[src/rtl/pinmux_pkg.sv]
package pinmux_pkg;
    typedef enum logic [3:0] {
        REG_OWNER  = 4'h0,
        REG_SELECT = 4'h2,
        REG_DIR    = 4'h4,
        REG_INEN   = 4'h6,
        REG_DOUT   = 4'h8,
        REG_DIN    = 4'hA
    } reg_off_e;
endpackage

[src/rtl/pinmux_regs.sv]
module pinmux_regs #(
    parameter int W     = 16,
    parameter int SEL_W = 16
) (
    input  logic             clk,
    input  logic             rst_n,
    input  logic             wr_en,
    input  logic [3:0]       addr,
    input  logic [W-1:0]     wdata,
    output logic [W-1:0]     own_q,
    output logic [SEL_W-1:0] sel_q,
    output logic [W-1:0]     dir_q,
    output logic [W-1:0]     inen_q,
    output logic [W-1:0]     dout_q
);
    import pinmux_pkg::*;

    always_ff @(posedge clk or negedge rst_n) begin
        if (!rst_n) begin
            own_q  <= '0;
            sel_q  <= '0;
            dir_q  <= '0;
            inen_q <= '0;
            dout_q <= '0;
        end else if (wr_en) begin
            case (addr)
                REG_OWNER:  own_q  <= wdata;
                REG_SELECT: sel_q  <= wdata[SEL_W-1:0];
                REG_DIR:    dir_q  <= wdata;
                REG_INEN:   inen_q <= wdata;
                REG_DOUT:   dout_q <= wdata;
                default: ;
            endcase
        end
    end

    // a write lands on the next edge
    assert_dir_write_R2: assert property (@(posedge clk) disable iff (!rst_n)
        (wr_en && addr == REG_DIR) |=> dir_q == $past(wdata));
    assert_owner_write_R2: assert property (@(posedge clk) disable iff (!rst_n)
        (wr_en && addr == REG_OWNER) |=> own_q == $past(wdata));

    // the input view offset holds no storage
    assert_din_readonly_R3: assert property (@(posedge clk) disable iff (!rst_n)
        (wr_en && addr == REG_DIN) |=> ($stable(own_q) && $stable(sel_q) &&
            $stable(dir_q) && $stable(inen_q) && $stable(dout_q)));
endmodule

[src/rtl/pinmux_sync.sv]
module pinmux_sync #(
    parameter int W = 16
) (
    input  logic         clk,
    input  logic         rst_n,
    input  logic [W-1:0] d,
    output logic [W-1:0] q
);
    logic [W-1:0] stage1_q;

    always_ff @(posedge clk or negedge rst_n) begin
        if (!rst_n) begin
            stage1_q <= '0;
            q        <= '0;
        end else begin
            stage1_q <= d;
            q        <= stage1_q;
        end
    end
endmodule

[src/rtl/pinmux_route.sv]
module pinmux_route #(
    parameter int NUM_PINS = 16,
    parameter int GRP_PINS = 2,
    parameter int SEL_W    = 2,
    localparam int NUM_PERIPH = 1 << SEL_W,
    localparam int NUM_GROUPS = NUM_PINS / GRP_PINS,
    localparam int SELREG_W   = NUM_GROUPS * SEL_W,
    localparam int FLAT_W     = NUM_PERIPH * NUM_PINS
) (
    input  logic [NUM_PINS-1:0] own,
    input  logic [SELREG_W-1:0] sel,
    input  logic [NUM_PINS-1:0] dout,
    input  logic [NUM_PINS-1:0] dir,
    input  logic [NUM_PINS-1:0] pad_in,
    input  logic [FLAT_W-1:0]   pout,
    input  logic [FLAT_W-1:0]   poe,
    output logic [NUM_PINS-1:0] pad_out,
    output logic [NUM_PINS-1:0] pad_oe,
    output logic [FLAT_W-1:0]   pin
);
    for (genvar i = 0; i < NUM_PINS; i++) begin : g_pin
        localparam int GRP = i / GRP_PINS;
        logic [SEL_W-1:0]      pick;
        logic [NUM_PERIPH-1:0] cand_o;
        logic [NUM_PERIPH-1:0] cand_e;

        assign pick = sel[GRP*SEL_W +: SEL_W];

        for (genvar p = 0; p < NUM_PERIPH; p++) begin : g_src
            assign cand_o[p] = pout[p*NUM_PINS + i];
            assign cand_e[p] = poe[p*NUM_PINS + i];
            assign pin[p*NUM_PINS + i] = own[i] && (pick == SEL_W'(p)) && pad_in[i];
        end

        assign pad_out[i] = own[i] ? cand_o[pick] : dout[i];
        assign pad_oe[i]  = own[i] ? cand_e[pick] : dir[i];
    end
endmodule

[src/rtl/gpio_pinmux_port.sv]
module gpio_pinmux_port #(
    parameter int NUM_PINS = 16,
    parameter int GRP_PINS = 2,
    parameter int SEL_W    = 2,
    localparam int NUM_PERIPH = 1 << SEL_W,
    localparam int NUM_GROUPS = NUM_PINS / GRP_PINS,
    localparam int SELREG_W   = NUM_GROUPS * SEL_W,
    localparam int FLAT_W     = NUM_PERIPH * NUM_PINS
) (
    input  logic                clk,
    input  logic                rst_n,
    input  logic                bus_wr,
    input  logic [3:0]          bus_addr,
    input  logic [NUM_PINS-1:0] bus_wdata,
    output logic [NUM_PINS-1:0] bus_rdata,
    input  logic [NUM_PINS-1:0] pad_in,
    output logic [NUM_PINS-1:0] pad_out,
    output logic [NUM_PINS-1:0] pad_oe,
    input  logic [FLAT_W-1:0]   periph_out,
    input  logic [FLAT_W-1:0]   periph_oe,
    output logic [FLAT_W-1:0]   periph_in,
    output logic [NUM_PINS-1:0] aux_in
);
    import pinmux_pkg::*;

    logic [NUM_PINS-1:0] own_q, dir_q, inen_q, dout_q, din_sync;
    logic [SELREG_W-1:0] sel_q;

    pinmux_regs #(.W(NUM_PINS), .SEL_W(SELREG_W)) u_regs (
        .clk(clk), .rst_n(rst_n), .wr_en(bus_wr), .addr(bus_addr), .wdata(bus_wdata),
        .own_q(own_q), .sel_q(sel_q), .dir_q(dir_q), .inen_q(inen_q), .dout_q(dout_q)
    );

    pinmux_sync #(.W(NUM_PINS)) u_sync (
        .clk(clk), .rst_n(rst_n), .d(pad_in), .q(din_sync)
    );

    pinmux_route #(.NUM_PINS(NUM_PINS), .GRP_PINS(GRP_PINS), .SEL_W(SEL_W)) u_route (
        .own(own_q), .sel(sel_q), .dout(dout_q), .dir(dir_q), .pad_in(pad_in),
        .pout(periph_out), .poe(periph_oe),
        .pad_out(pad_out), .pad_oe(pad_oe), .pin(periph_in)
    );

    assign aux_in = pad_in;

    always_comb begin
        case (bus_addr)
            REG_OWNER:  bus_rdata = own_q;
            REG_SELECT: bus_rdata = NUM_PINS'(sel_q);
            REG_DIR:    bus_rdata = dir_q;
            REG_INEN:   bus_rdata = inen_q;
            REG_DOUT:   bus_rdata = dout_q;
            REG_DIN:    bus_rdata = din_sync & inen_q;
            default:    bus_rdata = '0;
        endcase
    end

    // first cycle out of reset has every driver off
    assert_reset_quiet_R1: assert property (@(posedge clk) disable iff (!rst_n)
        $past(!rst_n) |-> (pad_oe == '0));

    // disabled input buffers never show a 1 on the input view
    assert_din_gated_R8: assert property (@(posedge clk) disable iff (!rst_n)
        (bus_addr == REG_DIN) |-> ((bus_rdata & ~inen_q) == '0));

    // steering only to owned pads, at most one receiver per pad
    for (genvar i = 0; i < NUM_PINS; i++) begin : g_chk
        logic [NUM_PERIPH-1:0] rx;
        for (genvar p = 0; p < NUM_PERIPH; p++) begin : g_rx
            assign rx[p] = periph_in[p*NUM_PINS + i];
        end
        assert_single_rx_R6: assert property (@(posedge clk) disable iff (!rst_n)
            $onehot0(rx));
        assert_owned_rx_R6: assert property (@(posedge clk) disable iff (!rst_n)
            !own_q[i] |-> (rx == '0));
    end
endmodule

[config.mk]
export PLATFORM = sky130hd
export DESIGN_NAME = gpio_pinmux_port
export DESIGN_NICKNAME = d
export VERILOG_FILES = /design/src/rtl/pinmux_pkg.sv /design/src/rtl/pinmux_regs.sv /design/src/rtl/pinmux_sync.sv /design/src/rtl/pinmux_route.sv /design/src/rtl/gpio_pinmux_port.sv
export SDC_FILE = /design/constraint.sdc
export NUM_CORES = 1
export LEC_CHECK = 0
export BUFFER_PORTS_ARGS = -buffer_cell sky130_fd_sc_hd__buf_2
export CAP_MARGIN = 20
export CORE_MARGIN = 8
export CORE_UTILIZATION = 51
export DETAILED_ROUTE_END_ITERATION = 8
export GPL_ROUTABILITY_DRIVEN = 1
export PLACE_DENSITY = 0.86
export SLEW_MARGIN = 20
export SYNTH_ARGS = -nofsm -noshare
export SYNTH_HDL_FRONTEND = slang
export SYNTH_SLANG_ARGS = --single-unit
export TNS_END_PERCENT = 20
[constraint.sdc]
create_clock -name clk -period 3.9 [get_ports clk]
set_input_delay 0.195 -clock clk [delete_from_list [all_inputs] [get_ports clk]]
set_output_delay 0.195 -clock clk [all_outputs]
set_load 0.05 [all_outputs]
# Yosys cells after proc, flatten, opt, wreduce, memory -nomap -nowiden
# Index checks and enable logic that the tools add are counted.
classes:
  magnitude_cmp: 8
  n_eq_ne: 29
  n_mux: 97
  bitwise_logic: 1
  reduce_logical: 142
op_table:
  columns: ["cell", "n"]
  rows:
  - ["logical AND 1 bit", 128]
  - ["case mux 16 bit (6 select lines)", 1]
  - ["binary-select mux 1 bit (select 2 bit)", 32]
  - ["two-way mux 1 bit", 64]
  - ["equality test 2 bit (second input constant)", 16]
  - ["< comparator 2 x 3 -> 1 bit (second input constant)", 8]
  - ["AND 16 bit", 1]
  - ["equality test 2 x 1 -> 1 bit (second input constant)", 8]
  - ["logical NOT 2 bit", 8]
  - ["AND reduction 2 bit", 5]
  - ["equality test 4 x 3 -> 1 bit (second input constant)", 2]
  - ["equality test 4 bit (second input constant)", 2]
  - ["equality test 4 x 2 -> 1 bit (second input constant)", 1]
  - ["logical NOT 4 bit", 1]
word_totals:
  register_bits: 112
  input_bits: 167
  out_inout_bits: 128
  elab_cells: 284

# Longest topological paths before layout
logic_depth:
  word_depth: 3
  ltp_mapped: 7
  ltp_nobuf: 3

# By module
# A second synthesis with hierarchy kept.
hier_totals:
  hier_cells: 618
  area_unflattened_um2: 6926.6
modules_own_cells:
  columns: ["mod", "instances", "cells_each", "area_each_um2", "seq_area_each_um2"]
  rows:
  - ["pinmux_regs", 1, 176, 3204.3, 2001.9]
  - ["pinmux_route", 1, 279, 1876.8, 0.0]
  - ["gpio_pinmux_port", 1, 131, 1044.8, 0.0]
  - ["pinmux_sync", 1, 32, 800.8, 800.8]

# Least setup slack after synthesis
# Ideal clock, no wire load.
synth_path:
  kind: "input to output"
  start: "input bus_addr[1]"
  end: "output bus_rdata[14]"
  arrival_time_ns: 2.081
  required_time_ns: 3.705
  slack_ns: 1.624
  path_stages: 6
  path_buffers: 3
  cell_sequence: "buf_2 > nor2b_1 > buf_6 > clkbuf_1 > nand2_1 > o21ai_0"
synth_via:
  elab_chain_cells: 2
  elab_cells_between_ends: 7
synth_rtl:
  columns: ["item", "line_no", "text"]
  rows:
  - ["from (decl)", "gpio_pinmux_port.sv:13", "input logic [3:0] bus_addr,"]
  - ["equality test 4 bit, or another cell as far along", "gpio_pinmux_port.sv:47", "case (bus_addr)"]
  - ["case mux 16 bit (6 select lines) *", "gpio_pinmux_port.sv:47", null]
  - ["to (decl)", "gpio_pinmux_port.sv:15", "output logic [NUM_PINS-1:0] bus_rdata,"]
# Every way passes the cells marked *; elsewhere a longest branch is shown, timed or not.

# Worst setup path after layout
layout_path:
  start: "input bus_addr[2]"
  end: "output bus_rdata[14]"
# Same word-level chain as after synthesis.

==> flow_summary.json <==
{
  "area_delta_synth_final_pct": 30.1,
  "dp.final_hpwl_um": 14900,
  "cts_max_level": 3,
  "drcViolationCount": 0,
  "port-buffer-count": 294,
  "p_leak_nw": 3.97,
  "routed_wl_um": 19900,
  "cts_buffers": 9,
  "busiest_layer": "met2",
  "dieArea_um2": 16300,
  "grt_pass1_wl_um": 30800,
  "yosys_register_bits": 112,
  "status": "finished clean",
  "use_met1": 0.268,
  "ys.flop_type": "dfrtp_1",
  "tightest_slew_ns": 1.12,
  "yosysSeqAreaShare": 0.441,
  "timing.rr.start": "u_regs.sel_q[14]$_DFFE_PN0P_",
  "placedCellCount": 941,
  "drtAntennaViolNets": 0,
  "wire_per_inst_um": 20.4,
  "synth_edf_count": 0,
  "rows": 41,
  "crit_type": "in -> out",
  "startpoint": "bus_addr[2]",
  "cts.path.max_buffers": 2,
  "setup_tns_ns": 0,
  "final_max_slew_viol_count": 0,
  "endpoint": "bus_rdata[14]",
  "overflow": 0,
  "p_per_area_nw_per_um2": 537,
  "fmax_ghz": 0.394,
  "p_total_w": 0.00444,
  "cp_common_cell": "buf_2",
  "nets": 963,
  "fp.dieH_um": 128,
  "hold_violations": 0,
  "antenna_found_initial": 2,
  "die_w_um": 128,
  "hold_path.class": "in -> reg",
  "synth_fp_nets": 688,
  "fin_ws_ns": 1.36,
  "ctsRootBufferMaster": "clkbuf_16",
  "place_congestion": 0.855,
  "viasPerCell": 5.53,
  "rr_worst_depth": 1,
  "use_met3": 0.0790,
  "tritoncts": "yes",
  "dp_worst_setup_slack_ns": 1.27,
  "fin_worst_skew_ns": 0.00509,
  "path_buf_inv": 2,
  "vias": 5388,
  "critical_path_depth": 5,
  "critPathMaxStageDelay_ns": 1.06,
  "netlist_area_um2": 6360,
  "io_pins": 295,
  "grt_setup_unrepaired": "false",
  "drive_gt1_frac": 0.605,
  "fin_cells": 974,
  "maxCapViolations": 0,
  "worstPathRequired_ns": 3.70,
  "ys_types": 26,
  "cts_resized": 0,
  "grt_use_total": 0.242,
  "vdd_ir_drop_max_mv": 0.317,
  "grt_max_degree": 56,
  "worstHoldPathCells": 1,
  "final_cell_mix": "293 x buf_2, 112 x dfrtp_1, 108 x mux2_2",
  "syn_inst": 521,
  "drtIter0Drc": 342,
  "whs_ns": 0.0134,
  "endpoint_kind": "output port",
  "fin_crit_ns": 2.54,
  "crit_chain": "buf_2 > nor4b_4 > a222oi_1 > o21ai_0 > buf_2",
  "setup_viol": 0,
  "coreArea_um2": 12400,
  "yosys_warnings": 0,
  "rrSetupSlack_ns": 2.88,
  "cts.sinks": 112,
  "arrival_ns": 2.34,
  "drtPass1Iterations": 4,
  "fin_crit_sh": 0.650,
  "min_from": "pad_in[7]",
  "cp_max_fo": 21,
  "worstSetupStartpointType": "primary input",
  "initial_core_util": 0.512,
  "grtUsageMet2": 0.424,
  "critPathSlowestCell": "nor4b_4",
  "async_flop_share": 1.00,
  "clk_pin_slew_worst_paths_ns": 0.08,
  "slew_headroom": 0.247,
  "insertion_delay_ns": 0.34,
  "grt_pass1_vias": 5846,
  "layout_commonest_cell": "buf_2",
  "path_delay_family": "simple AND/OR/NAND/NOR gates",
  "r2r-end": "u_regs.sel_q[14]$_DFFE_PN0P_",
  "syn_area_per_cell_um2": 12.2
}
synthesized netlist by cell type (15+ instances only):
cell	n	area share
dfrtp_1	112	0.44
mux2_2	108	0.19
nand2_1	54	0.032
nor2_1	49	0.029
mux4_2	32	0.11
mux2_4	20	0.047
buf_2	17	0.013
nor3_1	17	0.013
buf_4	16	0.019
nand2b_1	16	0.016
a21oi_1	15	0.012
o211ai_1	15	0.018
where the power goes:
group	internal, W	total (W)	switching [W]	leakage [nW]
clock network	0.000507	0.000948	0.000442	0.148
logic	0.000725	0.00182	0.00110	2.47
registers	0.00137	0.00168	0.000307	1.35
per-layer routing:
| metal | vias up | wire (µm) |
|---|---|---|
| li1 | 2432 | - |
| met2 | 254 | 10300 |
| met4 | 2 | 395 |
| met3 | 27 | 1810 |
| met5 | - | 10 |
| met1 | 2673 | 7400 |
registers in the layout, indices dropped and copies added (netlist names):
| name | count |
|---|---|
| u_regs.dir_q | 16 |
| u_regs.dout_q | 16 |
| u_regs.inen_q | 16 |
| u_regs.own_q | 16 |
| u_regs.sel_q | 16 |
| u_sync.q | 16 |
| u_sync.stage1_q | 16 |
worst min-delay path by stage:
stage | to | slack (ns)
2_1_floorplan | u_regs.dir_q[0]$_DFFE_PN0P_ | -0.10
3_3_place_gp | u_sync.stage1_q[0]$_DFF_PN0_ | 0.06
3_5_place_dp | u_sync.stage1_q[0]$_DFF_PN0_ | 0.06
4_1_cts | u_sync.stage1_q[7]$_DFF_PN0_ | 0.003
5_1_grt | u_sync.stage1_q[7]$_DFF_PN0_ | 0.002
6_report | u_sync.stage1_q[7]$_DFF_PN0_ | 0.01
cells by family after synthesis:
family | Yosys count | share of synthesized area
AO/OA/AOI/OAI | 48 | 0.0507
multiplexers | 160 | 0.352
buffers and inverters | 52 | 0.0494
flip-flops | 112 | 0.441
AND/OR/NAND/NOR | 149 | 0.108
final cells by class:
type	instances	area [µm²]
fillers	1003	4140
multi-input cells	357	3270
flip-flops and latches	112	2800
repair buffers	315	1670
clock buffers	9	225
well taps	172	215
clock inverters	7	80.1
inverters	1	3.75
diodes	1	2.50
through the flow:
stage	utilization	instance area (µm²)
global placement	0.629	7810
CTS	0.666	8270
global route	0.667	8280
detailed placement	0.629	7810
floorplan	-	6360
finish	0.667	8280
repair_timing:
item,4_1_cts,5_1_grt
endpoints found under the hold margin,29,0
endpoints found under the setup margin,0,0
buffers inserted,0,0
hold buffers,16,0
No activity file was read; power rests on OpenSTA's default activity.
